===== config.mk =====
export PLATFORM = sky130hd
export DESIGN_NAME = idx_i2c_regslave
export DESIGN_NICKNAME = d
export VERILOG_FILES = /design/src/rtl/ibrs_pkg.sv /design/src/rtl/ibrs_line_sync.sv /design/src/rtl/ibrs_rd_sel.sv /design/src/rtl/ibrs_fsm.sv /design/src/rtl/idx_i2c_regslave.sv
export SDC_FILE = /design/constraint.sdc
export NUM_CORES = 1
export LEC_CHECK = 0
export ABC_AREA = 1
export BUFFER_PORTS_ARGS = -buffer_cell sky130_fd_sc_hd__clkbuf_2
export CAP_MARGIN = 5
export CORE_UTILIZATION = 49
export CTS_CLUSTER_SIZE = 10
export DETAILED_ROUTE_END_ITERATION = 8
export PLACE_DENSITY = 0.67
export SYNTH_ARGS = -nofsm -noshare
export SYNTH_HDL_FRONTEND = slang
export SYNTH_SLANG_ARGS = --single-unit

===== constraint.sdc =====
create_clock -name clk -period 1.7 [get_ports clk]
set_input_delay 0.255 -clock clk [delete_from_list [all_inputs] [get_ports clk]]
set_output_delay 0.255 -clock clk [all_outputs]
set_load 0.005 [all_outputs]

===== src/rtl/ibrs_pkg.sv =====
package ibrs_pkg;
  typedef enum logic [2:0] {
    S_IDLE,   // waiting for a start
    S_RX,     // shifting in a byte
    S_RXEND,  // byte received, waiting for SCL low to answer
    S_ACK,    // holding acknowledge low
    S_TX,     // shifting out a byte
    S_ACKIN,  // sampling the master's acknowledge
    S_LOAD,   // fetch next read byte at SCL low
    S_HOLD    // released, waiting for stop or start
  } state_t;

  typedef enum logic [1:0] {
    K_ADDR,
    K_INDEX,
    K_COUNT,
    K_DATA
  } kind_t;
endpackage


===== src/rtl/ibrs_line_sync.sv =====
module ibrs_line_sync #(
  parameter int STAGES = 2
) (
  input  logic clk,
  input  logic rst,
  input  logic scl_i,
  input  logic sda_i,
  output logic scl_s,
  output logic sda_s,
  output logic scl_rise,
  output logic scl_fall,
  output logic start_det,
  output logic stop_det
);
  logic [STAGES-1:0] scl_pipe, sda_pipe;
  logic scl_d, sda_d;

  always_ff @(posedge clk) begin
    if (rst) begin
      scl_pipe <= '1;
      sda_pipe <= '1;
      scl_d    <= 1'b1;
      sda_d    <= 1'b1;
    end else begin
      scl_pipe <= {scl_pipe[STAGES-2:0], scl_i};
      sda_pipe <= {sda_pipe[STAGES-2:0], sda_i};
      scl_d    <= scl_pipe[STAGES-1];
      sda_d    <= sda_pipe[STAGES-1];
    end
  end

  assign scl_s     = scl_pipe[STAGES-1];
  assign sda_s     = sda_pipe[STAGES-1];
  assign scl_rise  = scl_s & ~scl_d;
  assign scl_fall  = ~scl_s & scl_d;
  // data edges with the clock held high mark frame boundaries
  assign start_det = scl_s & scl_d & sda_d & ~sda_s;
  assign stop_det  = scl_s & scl_d & ~sda_d & sda_s;
endmodule


===== src/rtl/ibrs_rd_sel.sv =====
module ibrs_rd_sel #(
  parameter int IDX_W    = 8,
  parameter int NUM_REGS = 24,
  parameter int CNT_IDX  = 8
) (
  input  logic [IDX_W-1:0] ptr,
  input  logic [7:0]       cnt,
  input  logic [7:0]       ext_data,
  output logic [7:0]       rd_byte
);
  always_comb begin
    if (32'(ptr) == CNT_IDX)      rd_byte = cnt;
    else if (32'(ptr) < NUM_REGS) rd_byte = ext_data;
    else                          rd_byte = 8'h00;
  end
endmodule


===== src/rtl/ibrs_fsm.sv =====
module ibrs_fsm
  import ibrs_pkg::*;
#(
  parameter int         IDX_W    = 8,
  parameter int         NUM_REGS = 24,
  parameter int         CNT_IDX  = 8,
  parameter logic [7:0] CNT_RST  = 8'h0F,
  parameter logic [7:0] WR_ADDR  = 8'hD2,
  parameter logic [7:0] RD_ADDR  = 8'hD3
) (
  input  logic             clk,
  input  logic             rst,
  input  logic             scl_rise,
  input  logic             scl_fall,
  input  logic             sda_s,
  input  logic             start_det,
  input  logic             stop_det,
  input  logic [7:0]       rd_byte,
  output logic             sda_oe,
  output logic [IDX_W-1:0] ptr,
  output logic [7:0]       cnt,
  output logic             reg_we,
  output logic [IDX_W-1:0] reg_waddr,
  output logic [7:0]       reg_wdata
);
  state_t     state;
  kind_t      kind;
  logic       rd_mode, ack_pend, tx_is_cnt;
  logic [2:0] bit_cnt;
  logic [7:0] shreg, txsh, wr_rem, rd_rem;
  logic [7:0] nb;

  assign nb = {shreg[6:0], sda_s};

  always_ff @(posedge clk) begin
    if (rst) begin
      state     <= S_IDLE;
      kind      <= K_ADDR;
      rd_mode   <= 1'b0;
      ack_pend  <= 1'b0;
      tx_is_cnt <= 1'b0;
      bit_cnt   <= '0;
      shreg     <= '0;
      txsh      <= '0;
      wr_rem    <= '0;
      rd_rem    <= '0;
      ptr       <= '0;
      cnt       <= CNT_RST;
      sda_oe    <= 1'b0;
      reg_we    <= 1'b0;
      reg_waddr <= '0;
      reg_wdata <= '0;
    end else begin
      reg_we <= 1'b0;
      if (stop_det) begin
        state  <= S_IDLE;
        sda_oe <= 1'b0;
      end else if (start_det) begin
        state   <= S_RX;
        kind    <= K_ADDR;
        rd_mode <= 1'b0;
        bit_cnt <= '0;
        sda_oe  <= 1'b0;
      end else begin
        unique case (state)
          S_RX: if (scl_rise) begin
            shreg   <= nb;
            bit_cnt <= bit_cnt + 3'd1;
            if (bit_cnt == 3'd7) begin
              state    <= S_RXEND;
              ack_pend <= 1'b0;
              unique case (kind)
                K_ADDR: begin
                  if (nb == WR_ADDR) begin
                    ack_pend <= 1'b1;
                    kind     <= K_INDEX;
                  end else if (nb == RD_ADDR) begin
                    ack_pend <= 1'b1;
                    rd_mode  <= 1'b1;
                  end
                end
                K_INDEX: begin
                  ptr      <= IDX_W'(nb);
                  kind     <= K_COUNT;
                  ack_pend <= 1'b1;
                end
                K_COUNT: begin
                  wr_rem   <= nb;
                  kind     <= K_DATA;
                  ack_pend <= 1'b1;
                end
                K_DATA: begin
                  if (wr_rem != 8'd0) begin
                    ack_pend <= 1'b1;
                    wr_rem   <= wr_rem - 8'd1;
                    ptr      <= ptr + 1'b1;
                    if (32'(ptr) == CNT_IDX) begin
                      cnt <= nb;
                    end else if (32'(ptr) < NUM_REGS) begin
                      reg_we    <= 1'b1;
                      reg_waddr <= ptr;
                      reg_wdata <= nb;
                    end
                  end
                end
                default: ;
              endcase
            end
          end
          S_RXEND: if (scl_fall) begin
            if (ack_pend) begin
              sda_oe <= 1'b1;
              state  <= S_ACK;
            end else begin
              state  <= S_IDLE;
            end
          end
          S_ACK: if (scl_fall) begin
            bit_cnt <= '0;
            if (rd_mode) begin
              txsh      <= cnt;
              sda_oe    <= ~cnt[7];
              tx_is_cnt <= 1'b1;
              rd_rem    <= cnt;
              state     <= S_TX;
            end else begin
              sda_oe <= 1'b0;
              state  <= S_RX;
            end
          end
          S_TX: if (scl_fall) begin
            if (bit_cnt == 3'd7) begin
              sda_oe  <= 1'b0;
              bit_cnt <= '0;
              state   <= S_ACKIN;
            end else begin
              txsh    <= {txsh[6:0], 1'b0};
              sda_oe  <= ~txsh[6];
              bit_cnt <= bit_cnt + 3'd1;
            end
          end
          S_ACKIN: if (scl_rise) begin
            if (sda_s) begin
              state <= S_HOLD;
            end else if (tx_is_cnt) begin
              tx_is_cnt <= 1'b0;
              state     <= (rd_rem == 8'd0) ? S_HOLD : S_LOAD;
            end else begin
              ptr    <= ptr + 1'b1;
              rd_rem <= rd_rem - 8'd1;
              state  <= (rd_rem == 8'd1) ? S_HOLD : S_LOAD;
            end
          end
          S_LOAD: if (scl_fall) begin
            txsh    <= rd_byte;
            sda_oe  <= ~rd_byte[7];
            bit_cnt <= '0;
            state   <= S_TX;
          end
          default: ;
        endcase
      end
    end
  end
endmodule


===== src/rtl/idx_i2c_regslave.sv =====
module idx_i2c_regslave #(
  parameter int         IDX_W       = 8,
  parameter int         NUM_REGS    = 24,
  parameter int         CNT_IDX     = 8,
  parameter logic [7:0] CNT_RST     = 8'h0F,
  parameter logic [7:0] WR_ADDR     = 8'hD2,
  parameter logic [7:0] RD_ADDR     = 8'hD3,
  parameter int         SYNC_STAGES = 2
) (
  input  logic             clk,
  input  logic             rst,
  input  logic             scl_i,
  input  logic             sda_i,
  output logic             sda_oe,
  output logic             reg_we,
  output logic [IDX_W-1:0] reg_waddr,
  output logic [7:0]       reg_wdata,
  output logic [IDX_W-1:0] reg_raddr,
  input  logic [7:0]       reg_rdata
);
  logic scl_s, sda_s, scl_rise, scl_fall, start_det, stop_det;
  logic [IDX_W-1:0] ptr;
  logic [7:0] cnt, rd_byte;

  ibrs_line_sync #(.STAGES(SYNC_STAGES)) u_sync (
    .clk(clk), .rst(rst), .scl_i(scl_i), .sda_i(sda_i),
    .scl_s(scl_s), .sda_s(sda_s), .scl_rise(scl_rise), .scl_fall(scl_fall),
    .start_det(start_det), .stop_det(stop_det)
  );

  ibrs_rd_sel #(.IDX_W(IDX_W), .NUM_REGS(NUM_REGS), .CNT_IDX(CNT_IDX)) u_rsel (
    .ptr(ptr), .cnt(cnt), .ext_data(reg_rdata), .rd_byte(rd_byte)
  );

  ibrs_fsm #(
    .IDX_W(IDX_W), .NUM_REGS(NUM_REGS), .CNT_IDX(CNT_IDX), .CNT_RST(CNT_RST),
    .WR_ADDR(WR_ADDR), .RD_ADDR(RD_ADDR)
  ) u_fsm (
    .clk(clk), .rst(rst), .scl_rise(scl_rise), .scl_fall(scl_fall),
    .sda_s(sda_s), .start_det(start_det), .stop_det(stop_det),
    .rd_byte(rd_byte), .sda_oe(sda_oe), .ptr(ptr), .cnt(cnt),
    .reg_we(reg_we), .reg_waddr(reg_waddr), .reg_wdata(reg_wdata)
  );

  assign reg_raddr = ptr;
endmodule


==> results of run 1 <==
critical path, stage by stage (launching register included):
cell and delay, ps:
dfxtp_2 340, buf_12 130, inv_6 70, nand2_1 100, nor2_4 210, nand2_1 90
nand3_1 140, nor2_4 90, buf_4 150, o21ai_0 150, nor2_1 50
synthesized netlist by cell type (all sizes together):
master	instances	area (sq um)
o211ai	5	37.54
clkinv	1	5.000
dfxtp	81	1622
nand2	162	650.6
o22ai	3	18.77
nor2b	1	6.260
or2	6	37.54
inv	74	287.8
o21ai	78	390.4
clkbuf	9	33.78
nor3	8	51.30
a31oi	1	6.260
ha	13	162.7
o21bai	3	22.52
buf	15	130.1
nand3	43	250.2
nand4	24	150.1
xnor2	3	26.28
a21oi	35	175.2
a21boi	1	7.510
nor2	142	604.3
cells by family after synthesis:
family,after synthesis,share of synthesized area
XOR/XNOR,3,0.005621
flip-flops,81,0.3468
AO/OA/AOI/OAI,126,0.1408
buffers and inverters,99,0.09767
adder cells (fa/ha/maj),13,0.03479
AND/OR/NAND/NOR,386,0.3744
final cells by class:
class	count	area share
tap	129	0.02850
inverter	75	0.05169
timing repair buffer	92	0.1166
clock buffer	9	0.02187
multi-input combinational	529	0.4758
sequential	81	0.2878
clock inverter	7	0.01767
metal layers:
metal  global-route usage  up-vias  wire (um)
met1               0.3361     2223       5756
met2               0.5093      130       6595
met4               0.1165        0        345
met3              0.03162       29        508
li1                     -     2455          -
met5                    0        -          0
power groups by stage:
| stage | clock network (mW) | registers (mW) | logic (mW) |
|---|---|---|---|
| after global routing | 1.74 | 2.27 | 2.71 |
| after CTS | 1.66 | 2.23 | 2.32 |
| after floorplan | 0 | 2.24 | 1.61 |
| after global placement | 0 | 2.26 | 2.26 |
| final | 1.64 | 2.24 | 2.42 |
| after detailed placement | 0 | 2.27 | 2.29 |
through the flow:
stage | cells | instance area, sq um | setup WS (ps) | power (mW)
2_1_floorplan | 708 | 4676 | 139.9 | 3.844
6_report | 922 | 5664 | 88.21 | 6.305
5_1_grt | 922 | 5664 | -25.80 | 6.712
4_1_cts | 921 | 5572 | 8.104 | 6.213
3_5_place_dp | 905 | 5334 | -59.75 | 4.557
3_3_place_gp | 905 | 5334 | -24.14 | 4.515
repair_timing:
| action | 4_1_cts | 5_1_grt |
|---|---|---|
| gates resized for setup | 5 | 32 |
| cloned | 0 | 1 |
| endpoints found under the hold margin | 0 | 0 |
| endpoints found under the setup margin | 23 | 53 |
| pin swaps | 0 | 6 |
worst min path at each step:
stage	end	slack [ps]	cells after the start
3_5_place_dp	u_sync.scl_pipe[1]	400	1
2_1_floorplan	u_sync.scl_pipe[0]	360	1
6_report	u_sync.sda_pipe[0]	70	2
5_1_grt	u_sync.sda_pipe[0]	90	2
4_1_cts	u_sync.sda_pipe[0]	60	2
3_3_place_gp	u_sync.sda_pipe[1]	390	1
registers in the layout, indices dropped and copies added, names as in the netlist, 2 cells and up:
signal           count
u_fsm.bit_cnt        3
u_fsm.cnt            8
u_fsm.kind           2
u_fsm.ptr            8
u_fsm.rd_rem         8
u_fsm.reg_waddr      8
u_fsm.reg_wdata      8
u_fsm.shreg          7
u_fsm.state          3
u_fsm.txsh           7
u_fsm.wr_rem         8
u_sync.scl_pipe      2
u_sync.sda_pipe      2
==> impl_metrics.yaml, run 1 <==
route:
  drc: 0
  routed_wl_um: 13210
  drt_iter0_drc: 267
  detail-route-antenna-nets: 0
  drtPass1Iterations: 5
  drt-wirelength-per-cell_um: 14.32
  viasPerCell: 5.246
  dr_total_vias: 4837
critical_path:
  startpoint: "u_fsm.state[1]"
  timing.critical_path.arrival_ps: 1880
  r2r_setup_slack_ps: 90
  crit-reg2reg-launch: "u_fsm.state[1]"
  reg2reg_to: "u_fsm.rd_rem[6]"
  required_ps: 1970
  crit_end: "u_fsm.rd_rem[6]"
  crit_fanout: 8
  critical_path_class: "flip-flop to flip-flop"
  startpoint_type: "flip-flop"
  reg2regPathDepth: 10
  end_kind: "flip-flop"
layout:
  area_growth_pct: 21.14
  fillers: 866
  final_core_util: 0.6130
  layout_common_cells: "nand2_1 (147), nor2_1 (122), dfxtp_1 (74)"
  fin_nets: 813
  diodes: 0
  multi_input_area_sq_um: 2695
  final_layout_size_suffix_gt1_frac: 0.2207
  seq_area_sq_um: 1630
  mostFrequentLayoutCell: "nand2_1"
hold_path:
  min_from: "sda_i"
  hold_class: "primary input to flip-flop"
power_and_ir_drop:
  internal_power_mw: 3.875
  peakVddDrop_mv: 0.6072
  p_leak_nw: 2.690
  p_switching_mw: 2.429
  power_density_nw_per_um2: 1113
  p_comb_frac: 0.384
  p_sw_frac: 0.3853
  clkPwrFrac: 0.260
  p_seq_frac: 0.355
sta:
  setup_tns_ps: 0
  rsz0062_at_grt: "true"
  finalSetupViolations: 0
  worst_pin_slew_ps: 309.3
  maxSlewViolCount: 0
  finalClockSkew_ps: 16.00
  hold_viol_final: 0
  timing.hold.ws_ps: 69.22
  min_period_ps: 1612
  fin_crit_sh: 0.9481
  relSlewSlack: 0.7938
  max_freq_mhz: 620.4
global_routing:
  grtUsageTotal: 0.2813
  antenna_found_initial: 0
  grt_first_pass_wirelength_um: 22290
  grt_overflow: 0
  grt_max_degree: 36
  grt_pass1_vias: 4781
die:
  die-height_um: 99.69
  die_area_sq_um: 9937
  coreArea_sq_um: 9240
  die_x_um: 99.69
  initial_core_util: 0.5060
  placementRows: 35
  pin_count: 38
synthesis:
  synthesis.area_sq_um: 4676
  ys_ff_latch: 81
  seq_area_frac_synth: 0.3468
  postSynthAreaPerCell_sq_um: 6.604
  yosysUniqueCellTypes: 35
  synth_cells: 708
  syn-num-nets: 733
  yosys_warnings: 0
clock_network:
  cts_buffers: 9
  cts_max_level: 3
  cts.sinks: 81
  cts_hold_buf: 0
  clk_pin_slew_ps: 100
  clock_latency_ps: 360
  cts_buffer_depth: 2
  post-cts-setup-buffers: 0
  clock-root-buffer: "clkbuf_8"
  cts_tree: "yes"
status:
  outcome: "completed"
job:
  cap_violations: 0
placement:
  port_buffers: 37
  gp_congestion: 0.9125
  dpl.hpwl_um: 9899
Note: power is estimated with default switching activity, not from simulation.
==> run 2, diff against run 1 <==
--- a/config.mk
+++ b/config.mk
@@ -8,10 +8,10 @@
 export ABC_AREA = 1
 export BUFFER_PORTS_ARGS = -buffer_cell sky130_fd_sc_hd__clkbuf_2
 export CAP_MARGIN = 5
-export CORE_UTILIZATION = 49
+export CORE_UTILIZATION = 25
 export CTS_CLUSTER_SIZE = 10
 export DETAILED_ROUTE_END_ITERATION = 8
-export PLACE_DENSITY = 0.67
+export SETUP_SLACK_MARGIN = 0.1
 export SYNTH_ARGS = -nofsm -noshare
 export SYNTH_HDL_FRONTEND = slang
 export SYNTH_SLANG_ARGS = --single-unit
==> run 2 against run 1 <==
  * The run now ends with DRC left
  * Global-route usage down 14 points
  * Non-clock buffer count rose by 10
  * Flip-flop and latch count unchanged
  * Wire length increased by 4.0%
  * Cell count is 12% higher
  * Clock skew is 9.9 ps lower
  * Core utilization shrank 27 points
  * Hold slack improved by 23 ps
  * Critical endpoint is now u_fsm.cnt[7]
  * Largest power group unchanged
  * First-iteration DRC count decreased by 4.5%
  * Combinational power is 8.7% higher
==> impl_metrics.yaml, run 2 (same netlist as run 1, synthesis figures left out) <==
global_routing:
  grt_pass1_vias: 4289
  grt_max_degree: 67
  antenna_found_initial: 0
  grtUsageTotal: 0.1420
  grt_first_pass_wirelength_um: 21630
  grt_overflow: 0
placement:
  port_buffers: 37
  dpl.hpwl_um: 9626
  placed_cells: 1001
  gp_congestion: 0.8816
sta:
  timing.hold.ws_ps: 92.49
  min_period_ps: 1620
  finalClockSkew_ps: 6.055
  worst_pin_slew_ps: 314.0
  fin_crit_sh: 0.9527
  rsz0062_at_grt: "true"
  maxSlewViolCount: 0
  max_freq_mhz: 617.5
  hold_viol_final: 0
  finalSetupViolations: 0
  relSlewSlack: 0.7904
clock_network:
  cts_max_level: 3
  clock-root-buffer: "clkbuf_16"
  cts_tree: "yes"
  cts_buffer_depth: 2
  clk_pin_slew_ps: 60
  clock_latency_ps: 350
  cts_buffers: 9
  cts.sinks: 81
route:
  route.met3.wl_um: 605
  wl_met1_um: 6213
  detail-route-antenna-nets: 0
  drt_iter0_drc: 255
  top_layer: "met4"
  routed_wl_um: 13740
  met2_length_um: 6354
  viasPerCell: 4.599
  drc: 1
  drt-wirelength-per-cell_um: 13.31
  drtPass1Iterations: 7
  dr_total_vias: 4746
layout:
  fin_nets: 823
  final_layout_size_suffix_gt1_frac: 0.2802
  layout_common_cells: "nand2_1 (141), nor2_1 (107), dfxtp_1 (70)"
  final_core_util: 0.3418
  mostFrequentLayoutCell: "nand2_1"
  fillers: 1940
  area_growth_pct: 32.65
  multi_input_area_sq_um: 2885
  seq_area_sq_um: 1638
  instances_no_fill: 1032
  diodes: 0
critical_path:
  timing.critical_path.arrival_ps: 1860
  critical_path_class: "flip-flop to flip-flop"
  slowest_delay_ps: 350
  crit_fanout: 7
  end_kind: "flip-flop"
  r2r_setup_slack_ps: 80
  slowest_stage: "dfxtp_2"
  crit_chain: "ha_4 > ha_4 > buf_6 > nand2_8 > buf_4 > nor2_2 > nand3_2 > buf_6 > o21ai_0 > a21oi_1"
  required_ps: 1940
  startpoint_type: "flip-flop"
status:
  outcome: "complete, but fails checks"
  violations: "DRC"
die:
  coreArea_sq_um: 18150
  pin_count: 38
  die-height_um: 138.8
  initial_core_util: 0.2577
  placementRows: 49
  die_x_um: 138.8
  die_area_sq_um: 19250
power_and_ir_drop:
  p_leak_nw: 2.809
  total_power_mw: 6.838
  power_density_nw_per_um2: 1103
  peakVddDrop_mv: 0.3844
hold_path:
  hold_class: "primary input to flip-flop"
job:
  cap_violations: 0
run 2: where the power goes:
part	internal, mW	leakage (nW)	switching, mW
combinational	1.05	2.01	1.58
sequential	2.09	0.660	0.149
clock	1.14	0.139	0.829
total	4.28	2.81	2.55
run 2: area by class of cell:
class / instances / share of cell area
Inverter: 75 / 0.04801
Sequential cell: 81 / 0.2641
Timing Repair Buffer: 102 / 0.1287
Clock inverter: 6 / 0.01089
Tap cell: 229 / 0.04620
Clock buffer: 10 / 0.03692
Multi-Input combinational cell: 529 / 0.4652
run 2: repair_timing:
item,4_1_cts,5_1_grt
endpoints found under the hold margin,0,0
gates cloned,2,3
hold buffers,0,0
pin swaps,11,26
setup endpoints to repair,56,64
gates resized for setup,31,84
setup buffers,6,4
run 2: per-stage QoR:
step                      TNS, ps  worst slack (ps)  cell area (sq um)
final                           0             80.44               6202
after global routing            0             8.360               6202
after CTS                       0             45.11               5906
after detailed placement   -92.78            -29.21               5404
after global placement          0             35.81               5404
after floorplan                 0             139.9               4676
run 2: per-layer routing:
layer	vias to the layer above	track usage
met3	28	0.02037
met5	-	0
met2	99	0.2278
li1	2478	-
met4	0	0.08596
met1	2141	0.1806
run 2: final timing paths:
| kind | start | end | depth (start not counted) |
|---|---|---|---|
| worst max-delay path | u_fsm.bit_cnt[0] | u_fsm.cnt[7] | 10 |
| worst min-delay path | sda_i | u_sync.sda_pipe[0] | 2 |
| worst max register to register | u_fsm.bit_cnt[0] | u_fsm.cnt[7] | 10 |
| worst min register to register | u_sync.sda_pipe[0] | u_sync.sda_pipe[1] | 1 |
run 2: critical path, delay by kind of cell, from the launching register on:
family,cells,cell delay (ps)
compound gates,2,180
simple gates,3,290
fa+ha+maj,2,260
flops,1,350
buf+inv,3,420
==> run 3, diff against run 2 <==
--- a/config.mk
+++ b/config.mk
@@ -8,6 +8,7 @@
 export ABC_AREA = 1
 export BUFFER_PORTS_ARGS = -buffer_cell sky130_fd_sc_hd__clkbuf_2
 export CAP_MARGIN = 5
+export CORE_MARGIN = 2
 export CORE_UTILIZATION = 25
 export CTS_CLUSTER_SIZE = 10
 export DETAILED_ROUTE_END_ITERATION = 8
==> run 3 against run 2 <==
  * The flow now finishes without violations
  * Worst setup slack got worse by 13 ps
  * Sequential share of layout area fell by 0.19 points
  * Via count rose by 3.0%
  * Register-to-register slack barely moved
  * Maximum frequency fell by 0.79%
  * Clock-buffer cell count fell by 1
  * Clock power rose by 30%
  * Largest power group unchanged
  * Highest routed layer unchanged
==> impl_metrics.yaml, run 3 (same netlist as run 1, synthesis figures left out) <==
critical_path:
  end_kind: "flip-flop"
  crit_fanout: 6
  startpoint_type: "flip-flop"
  timing.critical_path.arrival_ps: 1920
  critical_path_class: "flip-flop to flip-flop"
  required_ps: 1990
sta:
  rsz0062_at_grt: "true"
  finalClockSkew_ps: 5.912
  min_period_ps: 1632
  setup_tns_ps: 0
  hold_viol_final: 0
  finalSetupViolations: 0
  maxSlewViolCount: 0
  setup_ws_ps: 67.60
  worst_pin_slew_ps: 334.1
  fin_crit_sh: 0.9602
  relSlewSlack: 0.7749
  max_freq_mhz: 612.6
route:
  drc: 0
  drtPass1Iterations: 5
  drt_iter0_drc: 318
  detail-route-antenna-nets: 0
  drt-wirelength-per-cell_um: 13.56
  viasPerCell: 4.709
  routed_wl_um: 14080
  dr_total_vias: 4888
power_and_ir_drop:
  peakVddDrop_mv: 0.6387
  p_leak_nw: 2.864
  power_density_nw_per_um2: 1205
clock_network:
  clock_latency_ps: 350
  clk_pin_slew_ps: 60
  clock-root-buffer: "clkbuf_16"
  cts_buffer_depth: 2
  cts_max_level: 3
  cts_tree: "yes"
  cts.sinks: 81
  cts_hold_buf: 0
  cts_buffers: 9
job:
  cap_violations: 0
layout:
  diodes: 0
  final_layout_size_suffix_gt1_frac: 0.2848
  fin_nets: 824
  mostFrequentLayoutCell: "nand2_1"
  area_growth_pct: 33.50
  layout_common_cells: "nand2_1 (138), nor2_1 (110), dfxtp_1 (71)"
  final_core_util: 0.3371
die:
  coreArea_sq_um: 18520
  die_x_um: 140.8
  placementRows: 50
  pin_count: 38
  initial_core_util: 0.2525
  die_area_sq_um: 19810
  die-height_um: 140.8
placement:
  pre_cts_ws_ps: -78.63
  port_buffers: 37
  dpl.hpwl_um: 9935
  gp_congestion: 0.8402
global_routing:
  grtUsageTotal: 0.1416
  grt_pass1_vias: 4531
  grt_first_pass_wirelength_um: 22580
  antenna_found_initial: 0
  grt_overflow: 0
  grt_max_degree: 67
hold_path:
  hold_class: "primary input to flip-flop"
status:
  outcome: "completed"
==> run 3: cell count changes in the layout (fill, tap and decap cells not counted), moves of 4 or more <==
cell       delta
buf_4         +5
bufinv_16     +4
inv_1         -6
inv_2         +6
==> run 3: timing repair <==
| item | in CTS | in global routing |
|---|---|---|
| gates resized for setup | 17 | 92 |
| gates cloned | 0 | 2 |
| pin swaps | 8 | 37 |
| setup endpoints to repair | 52 | 58 |
| hold endpoints to repair | 0 | 0 |
| buffers inserted | 2 | 12 |
==> run 3: path summary, 6_finish.rpt <==
path	startpoint	to	slack, ps	cells after the start
worst max-delay path	u_fsm.bit_cnt[1]	u_fsm.wr_rem[1]	70	10
worst min-delay path	sda_i	u_sync.sda_pipe[0]	90	2
worst max register to register	u_fsm.bit_cnt[1]	u_fsm.wr_rem[1]	70	10
worst min register to register	u_sync.scl_pipe[0]	u_sync.scl_pipe[1]	410	1
==> run 3: layout make-up <==
| class | instances | area [sq um] |
|---|---|---|
| fillers | 1952 | 12280 |
| flip-flops and latches | 81 | 1637 |
| repair buffers | 103 | 760.7 |
| clock buffers | 9 | 225.2 |
| well taps | 234 | 292.8 |
| multi-input cells | 529 | 2863 |
| clock inverters | 7 | 166.4 |
| inverters | 75 | 297.8 |
==> run 3: metrics by stage <==
stage / hold WS, ps / area, sq um / instances / total power, mW
2_1_floorplan: 358.8 / 4676 / 708 / 3.844
3_3_place_gp: 397.7 / 5423 / 1006 / 4.490
3_5_place_dp: 401.3 / 5423 / 1006 / 4.510
4_1_cts: 86.17 / 5887 / 1024 / 7.189
5_1_grt: 83.12 / 6242 / 1038 / 7.989
6_report: 89.68 / 6242 / 1038 / 7.522
==> run 3: critical path: stages, from the launching register on <==
cell	delay (ps)
dfxtp_2	360
ha_4	140
ha_4	150
nand2_4	80
nor2_8	140
buf_4	140
nand3_2	80
nand2_2	150
buf_6	140
o21ai_0	70
nor2_1	100
==> run 3: power breakdown <==
group / switching [mW] / internal, mW / leakage (nW)
Combinational: 1.62 / 1.07 / 2.02
Sequential: 0.166 / 2.09 / 0.660
Clock: 0.831 / 1.73 / 0.186
==> run 3: metal layers <==
metal  vias up  track usage  share of wire
met2       128       0.2439           0.48
met5         -            0              0
met3        19      0.02378          0.049
met4         0      0.05211          0.021
li1       2471            -              -
met1      2270       0.1782           0.45
